$ cat src/rtl/twostage_div_pkg.sv
`timescale 1ns/1ps
package twostage_div_pkg;
  localparam int CODE_W = 3;
  localparam int MAX_RATIO = 6;

  typedef enum logic [1:0] {
    SRC_DIRECT = 2'd0,
    SRC_CHAN   = 2'd1,
    SRC_PRE    = 2'd2,
    SRC_STATIC = 2'd3
  } src_sel_e;

  // A code outside 1..max_ratio is reserved
  function automatic logic code_reserved(input logic [CODE_W-1:0] code,
                                         input int max_ratio);
    return (code == '0) || (int'(code) > max_ratio);
  endfunction

  // Effective ratio: reserved codes fall back to divide-by-1
  function automatic logic [CODE_W-1:0] eff_ratio(input logic [CODE_W-1:0] code,
                                                  input int max_ratio);
    return code_reserved(code, max_ratio) ? CODE_W'(1) : code;
  endfunction
endpackage

$ cat src/rtl/twostage_mode_decode.sv
`timescale 1ns/1ps
module twostage_mode_decode (
  input  logic clk_in,
  input  logic rst_n,
  input  logic pre_bypass,
  input  logic pre_static,
  output logic mode_bypass,
  output logic mode_static,
  output logic mode_run
);
  // bypass dominates static
  assign mode_bypass = pre_bypass;
  assign mode_static = !pre_bypass && pre_static;
  assign mode_run    = !pre_bypass && !pre_static;


  mode_onehot_chk: assert property (@(posedge clk_in) disable iff (!rst_n)
    $countones({mode_bypass, mode_static, mode_run}) == 1);
endmodule

$ cat src/rtl/twostage_prescaler.sv
`timescale 1ns/1ps
module twostage_prescaler #(
  parameter int CODE_W = 3,
  parameter int MAX_RATIO = 6
) (
  input  logic              clk_in,
  input  logic              rst_n,
  input  logic              mode_bypass,
  input  logic              mode_static,
  input  logic              mode_run,
  input  logic [CODE_W-1:0] ratio_eff,
  output logic              tick_o,
  output logic              term_evt_o
);
  logic [CODE_W-1:0] cnt_q;
  logic [CODE_W-1:0] cur_ratio_q;
  logic              tick_q;

  // terminal count of the period in progress
  assign term_evt_o = (cnt_q == cur_ratio_q - CODE_W'(1));
  assign tick_o     = tick_q;

  always_ff @(posedge clk_in or negedge rst_n) begin
    if (!rst_n) begin
      cnt_q       <= '0;
      cur_ratio_q <= CODE_W'(1);
      tick_q      <= 1'b0;
    end else if (mode_bypass) begin
      cnt_q       <= '0;
      cur_ratio_q <= ratio_eff;
      tick_q      <= 1'b1;
    end else if (mode_static) begin
      cnt_q       <= '0;
      cur_ratio_q <= ratio_eff;
      tick_q      <= 1'b0;
    end else if (term_evt_o) begin
      cnt_q       <= '0;
      cur_ratio_q <= ratio_eff;
      tick_q      <= 1'b1;
    end else begin
      cnt_q       <= cnt_q + CODE_W'(1);
      tick_q      <= 1'b0;
    end
  end


  bypass_tick_chk: assert property (@(posedge clk_in) disable iff (!rst_n)
    mode_bypass |=> tick_q);

  static_quiet_chk: assert property (@(posedge clk_in) disable iff (!rst_n)
    mode_static |=> !tick_q);

  ratio_hold_chk: assert property (@(posedge clk_in) disable iff (!rst_n)
    (mode_run && !term_evt_o) |=> $stable(cur_ratio_q));

  cnt_range_chk: assert property (@(posedge clk_in) disable iff (!rst_n)
    cnt_q < cur_ratio_q);

  run_tick_chk: assert property (@(posedge clk_in) disable iff (!rst_n)
    mode_run |=> (tick_q == $past(term_evt_o)));

  ratio_legal_chk: assert property (@(posedge clk_in) disable iff (!rst_n)
    (cur_ratio_q != '0) && (int'(cur_ratio_q) <= MAX_RATIO));
endmodule

$ cat src/rtl/twostage_route.sv
`timescale 1ns/1ps
module twostage_route
  import twostage_div_pkg::*;
#(
  parameter int CODE_W = 3
) (
  input  logic              clk_in,
  input  logic              rst_n,
  input  logic              direct_en,
  input  logic              chan_bypass,
  input  logic              mode_bypass,
  input  logic              mode_static,
  input  logic              reserved,
  input  logic [CODE_W-1:0] ratio_eff,
  output src_sel_e          src_sel,
  output logic              illegal
);
  logic unity_ratio;
  assign unity_ratio = (ratio_eff == CODE_W'(1));

  always_comb begin
    illegal = 1'b0;
    src_sel = SRC_CHAN;
    if (direct_en) begin
      src_sel = SRC_DIRECT;
    end else if (mode_bypass) begin
      src_sel = chan_bypass ? SRC_PRE : SRC_CHAN;
    end else if (mode_static) begin
      src_sel = SRC_STATIC;
    end else begin
      illegal = reserved;
      if (chan_bypass && unity_ratio) begin
        src_sel = SRC_STATIC;
        illegal = 1'b1;
      end else if (chan_bypass) begin
        src_sel = SRC_PRE;
      end
    end
  end


  direct_src_chk: assert property (@(posedge clk_in) disable iff (!rst_n)
    direct_en |-> (src_sel == SRC_DIRECT) && !illegal);

  illegal_static_chk: assert property (@(posedge clk_in) disable iff (!rst_n)
    (illegal && chan_bypass && !direct_en) |-> (src_sel == SRC_STATIC));

  reserved_flag_chk: assert property (@(posedge clk_in) disable iff (!rst_n)
    (reserved && !direct_en && !mode_bypass && !mode_static) |-> illegal);

  bypass_legal_chk: assert property (@(posedge clk_in) disable iff (!rst_n)
    mode_bypass |-> !illegal);
endmodule

$ cat src/rtl/twostage_div_front.sv
`timescale 1ns/1ps
module twostage_div_front
  import twostage_div_pkg::*;
#(
  parameter int CODE_W = twostage_div_pkg::CODE_W,
  parameter int MAX_RATIO = twostage_div_pkg::MAX_RATIO
) (
  input  logic              clk_in,
  input  logic              rst_n,
  input  logic [CODE_W-1:0] ratio_code,
  input  logic              pre_bypass,
  input  logic              pre_static,
  input  logic              direct_en,
  input  logic              chan_bypass,
  output logic              pre_tick_o,
  output logic [1:0]        src_sel_o,
  output logic              cfg_illegal_o
);
  logic              mode_bypass, mode_static, mode_run;
  logic              term_evt;
  logic              code_rsv;
  logic [CODE_W-1:0] ratio_eff;
  src_sel_e          src_sel;

  assign code_rsv  = code_reserved(ratio_code, MAX_RATIO);
  assign ratio_eff = eff_ratio(ratio_code, MAX_RATIO);

  twostage_mode_decode u_mode (
    .clk_in(clk_in), .rst_n(rst_n),
    .pre_bypass(pre_bypass), .pre_static(pre_static),
    .mode_bypass(mode_bypass), .mode_static(mode_static), .mode_run(mode_run)
  );

  twostage_prescaler #(.CODE_W(CODE_W), .MAX_RATIO(MAX_RATIO)) u_pre (
    .clk_in(clk_in), .rst_n(rst_n),
    .mode_bypass(mode_bypass), .mode_static(mode_static), .mode_run(mode_run),
    .ratio_eff(ratio_eff), .tick_o(pre_tick_o), .term_evt_o(term_evt)
  );

  twostage_route #(.CODE_W(CODE_W)) u_route (
    .clk_in(clk_in), .rst_n(rst_n),
    .direct_en(direct_en), .chan_bypass(chan_bypass),
    .mode_bypass(mode_bypass), .mode_static(mode_static),
    .reserved(code_rsv), .ratio_eff(ratio_eff),
    .src_sel(src_sel), .illegal(cfg_illegal_o)
  );

  assign src_sel_o = src_sel;


  reset_quiet_chk: assert property (@(posedge clk_in)
    !rst_n |-> !pre_tick_o);

  single_term_chk: assert property (@(posedge clk_in) disable iff (!rst_n)
    (mode_run && term_evt && (ratio_eff != CODE_W'(1))) |=> !term_evt);
endmodule

$ cat config.mk
export PLATFORM = sky130hd
export DESIGN_NAME = twostage_div_front
export DESIGN_NICKNAME = d
export VERILOG_FILES = /design/src/rtl/twostage_div_pkg.sv /design/src/rtl/twostage_mode_decode.sv /design/src/rtl/twostage_prescaler.sv /design/src/rtl/twostage_route.sv /design/src/rtl/twostage_div_front.sv
export SDC_FILE = /design/constraint.sdc
export NUM_CORES = 1
export LEC_CHECK = 0
export ABC_AREA = 1
export BUFFER_PORTS_ARGS = -buffer_cell sky130_fd_sc_hd__buf_2
export CORE_AREA = 2 2 39 41
export CTS_CLUSTER_SIZE = 14
export DETAILED_ROUTE_END_ITERATION = 8
export DIE_AREA = 0 0 41 43
export SLEW_MARGIN = 20
export SYNTH_ARGS = -nofsm -noshare
export SYNTH_HDL_FRONTEND = slang
export SYNTH_HIERARCHICAL = 1
export SYNTH_SLANG_ARGS = --single-unit
$ cat constraint.sdc
create_clock -name clk_in -period 2.2 [get_ports clk_in]
set_input_delay 0.11 -clock clk_in [delete_from_list [all_inputs] [get_ports clk_in]]
set_output_delay 0.11 -clock clk_in [all_outputs]
set_load 0.02 [all_outputs]
After elaboration in Yosys (flattened, before gate mapping)
Index checks and enable logic that the tools add are counted.
Storage, ports and cells
  register bits: 7
  logic and storage cells: 33
Cells by class
  multiplexer cells: 19
  equal/unequal tests: 2
  reductions and logical operators: 6
  $lt $le $gt $ge: 1
  add/subtract/negate cells: 2
Operators by type and width (number)
  two-way mux 3 bit: 7
  two-way mux 2 bit: 5
  two-way mux 1 bit: 7
  adder 3 x 1 -> 3 bit, second input constant: 1
  equality test 3 x 1 -> 1 bit, second input constant: 1
  equality test 3 bit: 1
  greater-than comparator 3 bit, second input constant: 1
  zero test 3 bit: 1
  nonzero test 3 bit: 1
  subtractor 3 x 1 -> 3 bit, second input constant: 1
  logical AND 1 bit: 2
  zero test 1 bit: 1
  logical OR 1 bit: 1

Depth between registers and ports, before layout
  depth in word-level cells: 9
  depth in mapped cells: 11

By module
The synthesis kept the hierarchy.
By module, submodules not included
  twostage_prescaler: times used 1, area each 382.9 sq um, cells each 45, sequential area each 176.4 sq um
  twostage_route: times used 1, area each 66.3 sq um, cells each 15, sequential area each 0.0 sq um
  twostage_div_front: times used 1, area each 40.0 sq um, cells each 8, sequential area each 0.0 sq um
  twostage_mode_decode: times used 1, area each 21.3 sq um, cells each 4, sequential area each 0.0 sq um

Worst setup path before layout
No wires, ideal clock.
  path type: register to register
  from: register u_pre.cur_ratio_q[0]
  to: register u_pre.cur_ratio_q[1]
  data required time: 2.083 ns
  stages on the path, launching flop included: 9
  buffers on the path: 0
  library setup time: 0.117 ns
  clock period less this slack: 1.503 ns
  path slack: 0.697 ns
  arrival time: 1.386 ns
  path through: dfstp_2 inv_2 ha_1 xnor2_1 nor2_4 nand2_4 nand2_4 nand2_1 nand2_1
Between the ends
  longest elaborated chain between the ends: 3
Ends and longest elaborated chain
  start: declaration: line twostage_prescaler.sv:16  | logic [CODE_W-1:0] cur_ratio_q;
  start signal: assignment: line twostage_prescaler.sv:30  | cur_ratio_q <= ratio_eff;
  start signal: assignment: line twostage_prescaler.sv:34  | cur_ratio_q <= ratio_eff;
  start signal: assignment: line twostage_prescaler.sv:38  | cur_ratio_q <= ratio_eff;
  subtractor 3 x 1 -> 3 bit: line twostage_prescaler.sv:20  | assign term_evt_o = (cnt_q == cur_ratio_q - CODE_W'(1));
  equality test 3 bit: line twostage_prescaler.sv:20
  nonzero test 3 bit (no source line)
Every way passes these cells.
A chain may end at the register's enable or synchronous reset.

Worst setup path in the final report
Ends and elaborated chain as after synthesis.

==> results.cfg <==
[power]
power_uw = 469
total_leakage_power_uw = 0.000343
peakVddDrop_uv = 261
power_density_nw_per_um2 = 766

[sta]
max_freq_mhz = 638
grt_setup_unrepaired = false
setup_viol = 0
slew_violations = 0
slew_headroom = 0.763
finalCritPeriodShare = 0.712
skew_ns = 0.000382
fin_tns_setup_ns = 0
hold_viol = 0
period_needed_ns = 1.57
tightestPinTransition_ns = 0.354

[place]
dp_hpwl_um = 743
io_buffers = 12
place_congestion = 0.683
dp.cells = 97
placed_area_um2 = 576

[grt]
grt_pass1_wl_mm = 1.66
antenna_found_initial = 0
grt_usage = 0.142
grt_max_degree = 8
overflow = 0
first_global_vias = 444

[cells_and_area]
layout_common_cells = 16 x nand2_1, 13 x inv_1, 12 x buf_2
nets = 98
final_common_cell = nand2_1
n_antenna_cell = 0
drive_gt1_frac = 0.279
stdcell_count = 102
area_growth_pct = 21.6
fin_util = 0.442
final_area_um2 = 612

[routing]
wl_per_cell_um = 8.54
via_count = 460
drt_first_pass_iters = 4
ant_nets = 0
routed_wl_um = 871
route.detailed.drc = 0
viasPerCell = 4.51
drt_iter0_drc = 7

[run]
maxCapViolCount = 0

[floorplanning]
core_um2 = 1380
fp.dieH_um = 43
die-area_um2 = 1760
ios = 13
start_util = 0.363
fp-row-count = 14
die_x_um = 41

[setup_path]
cp-end-kind = flop
rrSetupSlack_ns = 0.63
crit_type = flop to flop
crit_fanout = 6
r2r_cells = 8
start_kind = flop
cp.arrival_ns = 1.71
required_ns = 2.34

[clock_tree]
cts_tree = yes
clk_latency_ns = 0.25
path_clk_slew_ns = 0.05
numCtsBuffers = 3
clkSinkCount = 7
cts.repair.resized = 0
ctsRootBufferMaster = clkbuf_4
clockBufferDepth = 2
ctsHtreeMaxLevel = 1

[logic_synthesis]
ys_warn_count = 6
syn_area_um2 = 503
synthesis.nets = 81
synthCells = 70
syn_area_per_cell_um2 = 7.19

[min_path]
whs_path_depth = 2
hp-class = input port to flop

[run_status]
outcome = complete, no violations
state kept, by name, summed over array words and instances (netlist names):
name / cells
u_pre/cnt_q: 3
u_pre/cur_ratio_q: 3
u_pre/tick_o: 1
through the flow:
step	hold WS, ns	worst slack [ns]
detailed placement	-0.0468	0.623
global placement	-0.0520	0.654
floorplan	-0.186	0.703
global route	0.131	0.490
finish	0.122	0.633
CTS	0.117	0.616
power breakdown:
group          switching (uW)  internal [uW]
combinational             109           71.4
clock                    46.5           69.2
sequential               17.3            155
timing repair:
| action | CTS | global route |
|---|---|---|
| endpoints found under the hold margin | 7 | 0 |
| setup buffers | 0 | 0 |
| hold buffers | 1 | 0 |
final timing paths:
check,from,end
max,u_pre/cur_ratio_q[0]$_DFFE_PN1P_,u_pre/cur_ratio_q[1]$_DFFE_PN0P_
min,pre_bypass,u_pre/tick_o$_DFF_PN0_
max reg2reg,u_pre/cur_ratio_q[0]$_DFFE_PN1P_,u_pre/cur_ratio_q[1]$_DFFE_PN0P_
min reg2reg,u_pre/cnt_q[0]$_DFF_PN0_,u_pre/cnt_q[0]$_DFF_PN0_
max in group asynchronous,rst_n,u_pre/cur_ratio_q[0]$_DFFE_PN1P_
min in group asynchronous,rst_n,u_pre/cnt_q[0]$_DFF_PN0_
critical path: stages (launching register included):
cell and delay, ns:
dfstp_2 0.54, inv_2 0.04, ha_1 0.30, xnor2_1 0.24, nor2_4 0.06, nand2_4 0.09, nand2_4 0.07, nand2_1 0.08
nand2_1 0.04
metal layers:
| metal | up-vias | global-route usage | part of all wire |
|---|---|---|---|
| met3 | 2 | 0.0157 | 0.024 |
| met4 | 0 | 0.120 | 0.028 |
| met5 | - | 0 | 0 |
| li1 | 246 | - | - |
| met2 | 8 | 0.213 | 0.53 |
| met1 | 204 | 0.168 | 0.42 |
area by class of cell:
type                       count  area, um^2
sequential                     7         176
inverter                      14        52.6
multi-input combinational     48         267
clock buffer                   4        26.3
fill                         147         772
tap                           16        20.0
timing repair buffer          13        70.1
(Power assumes the default switching activity.)
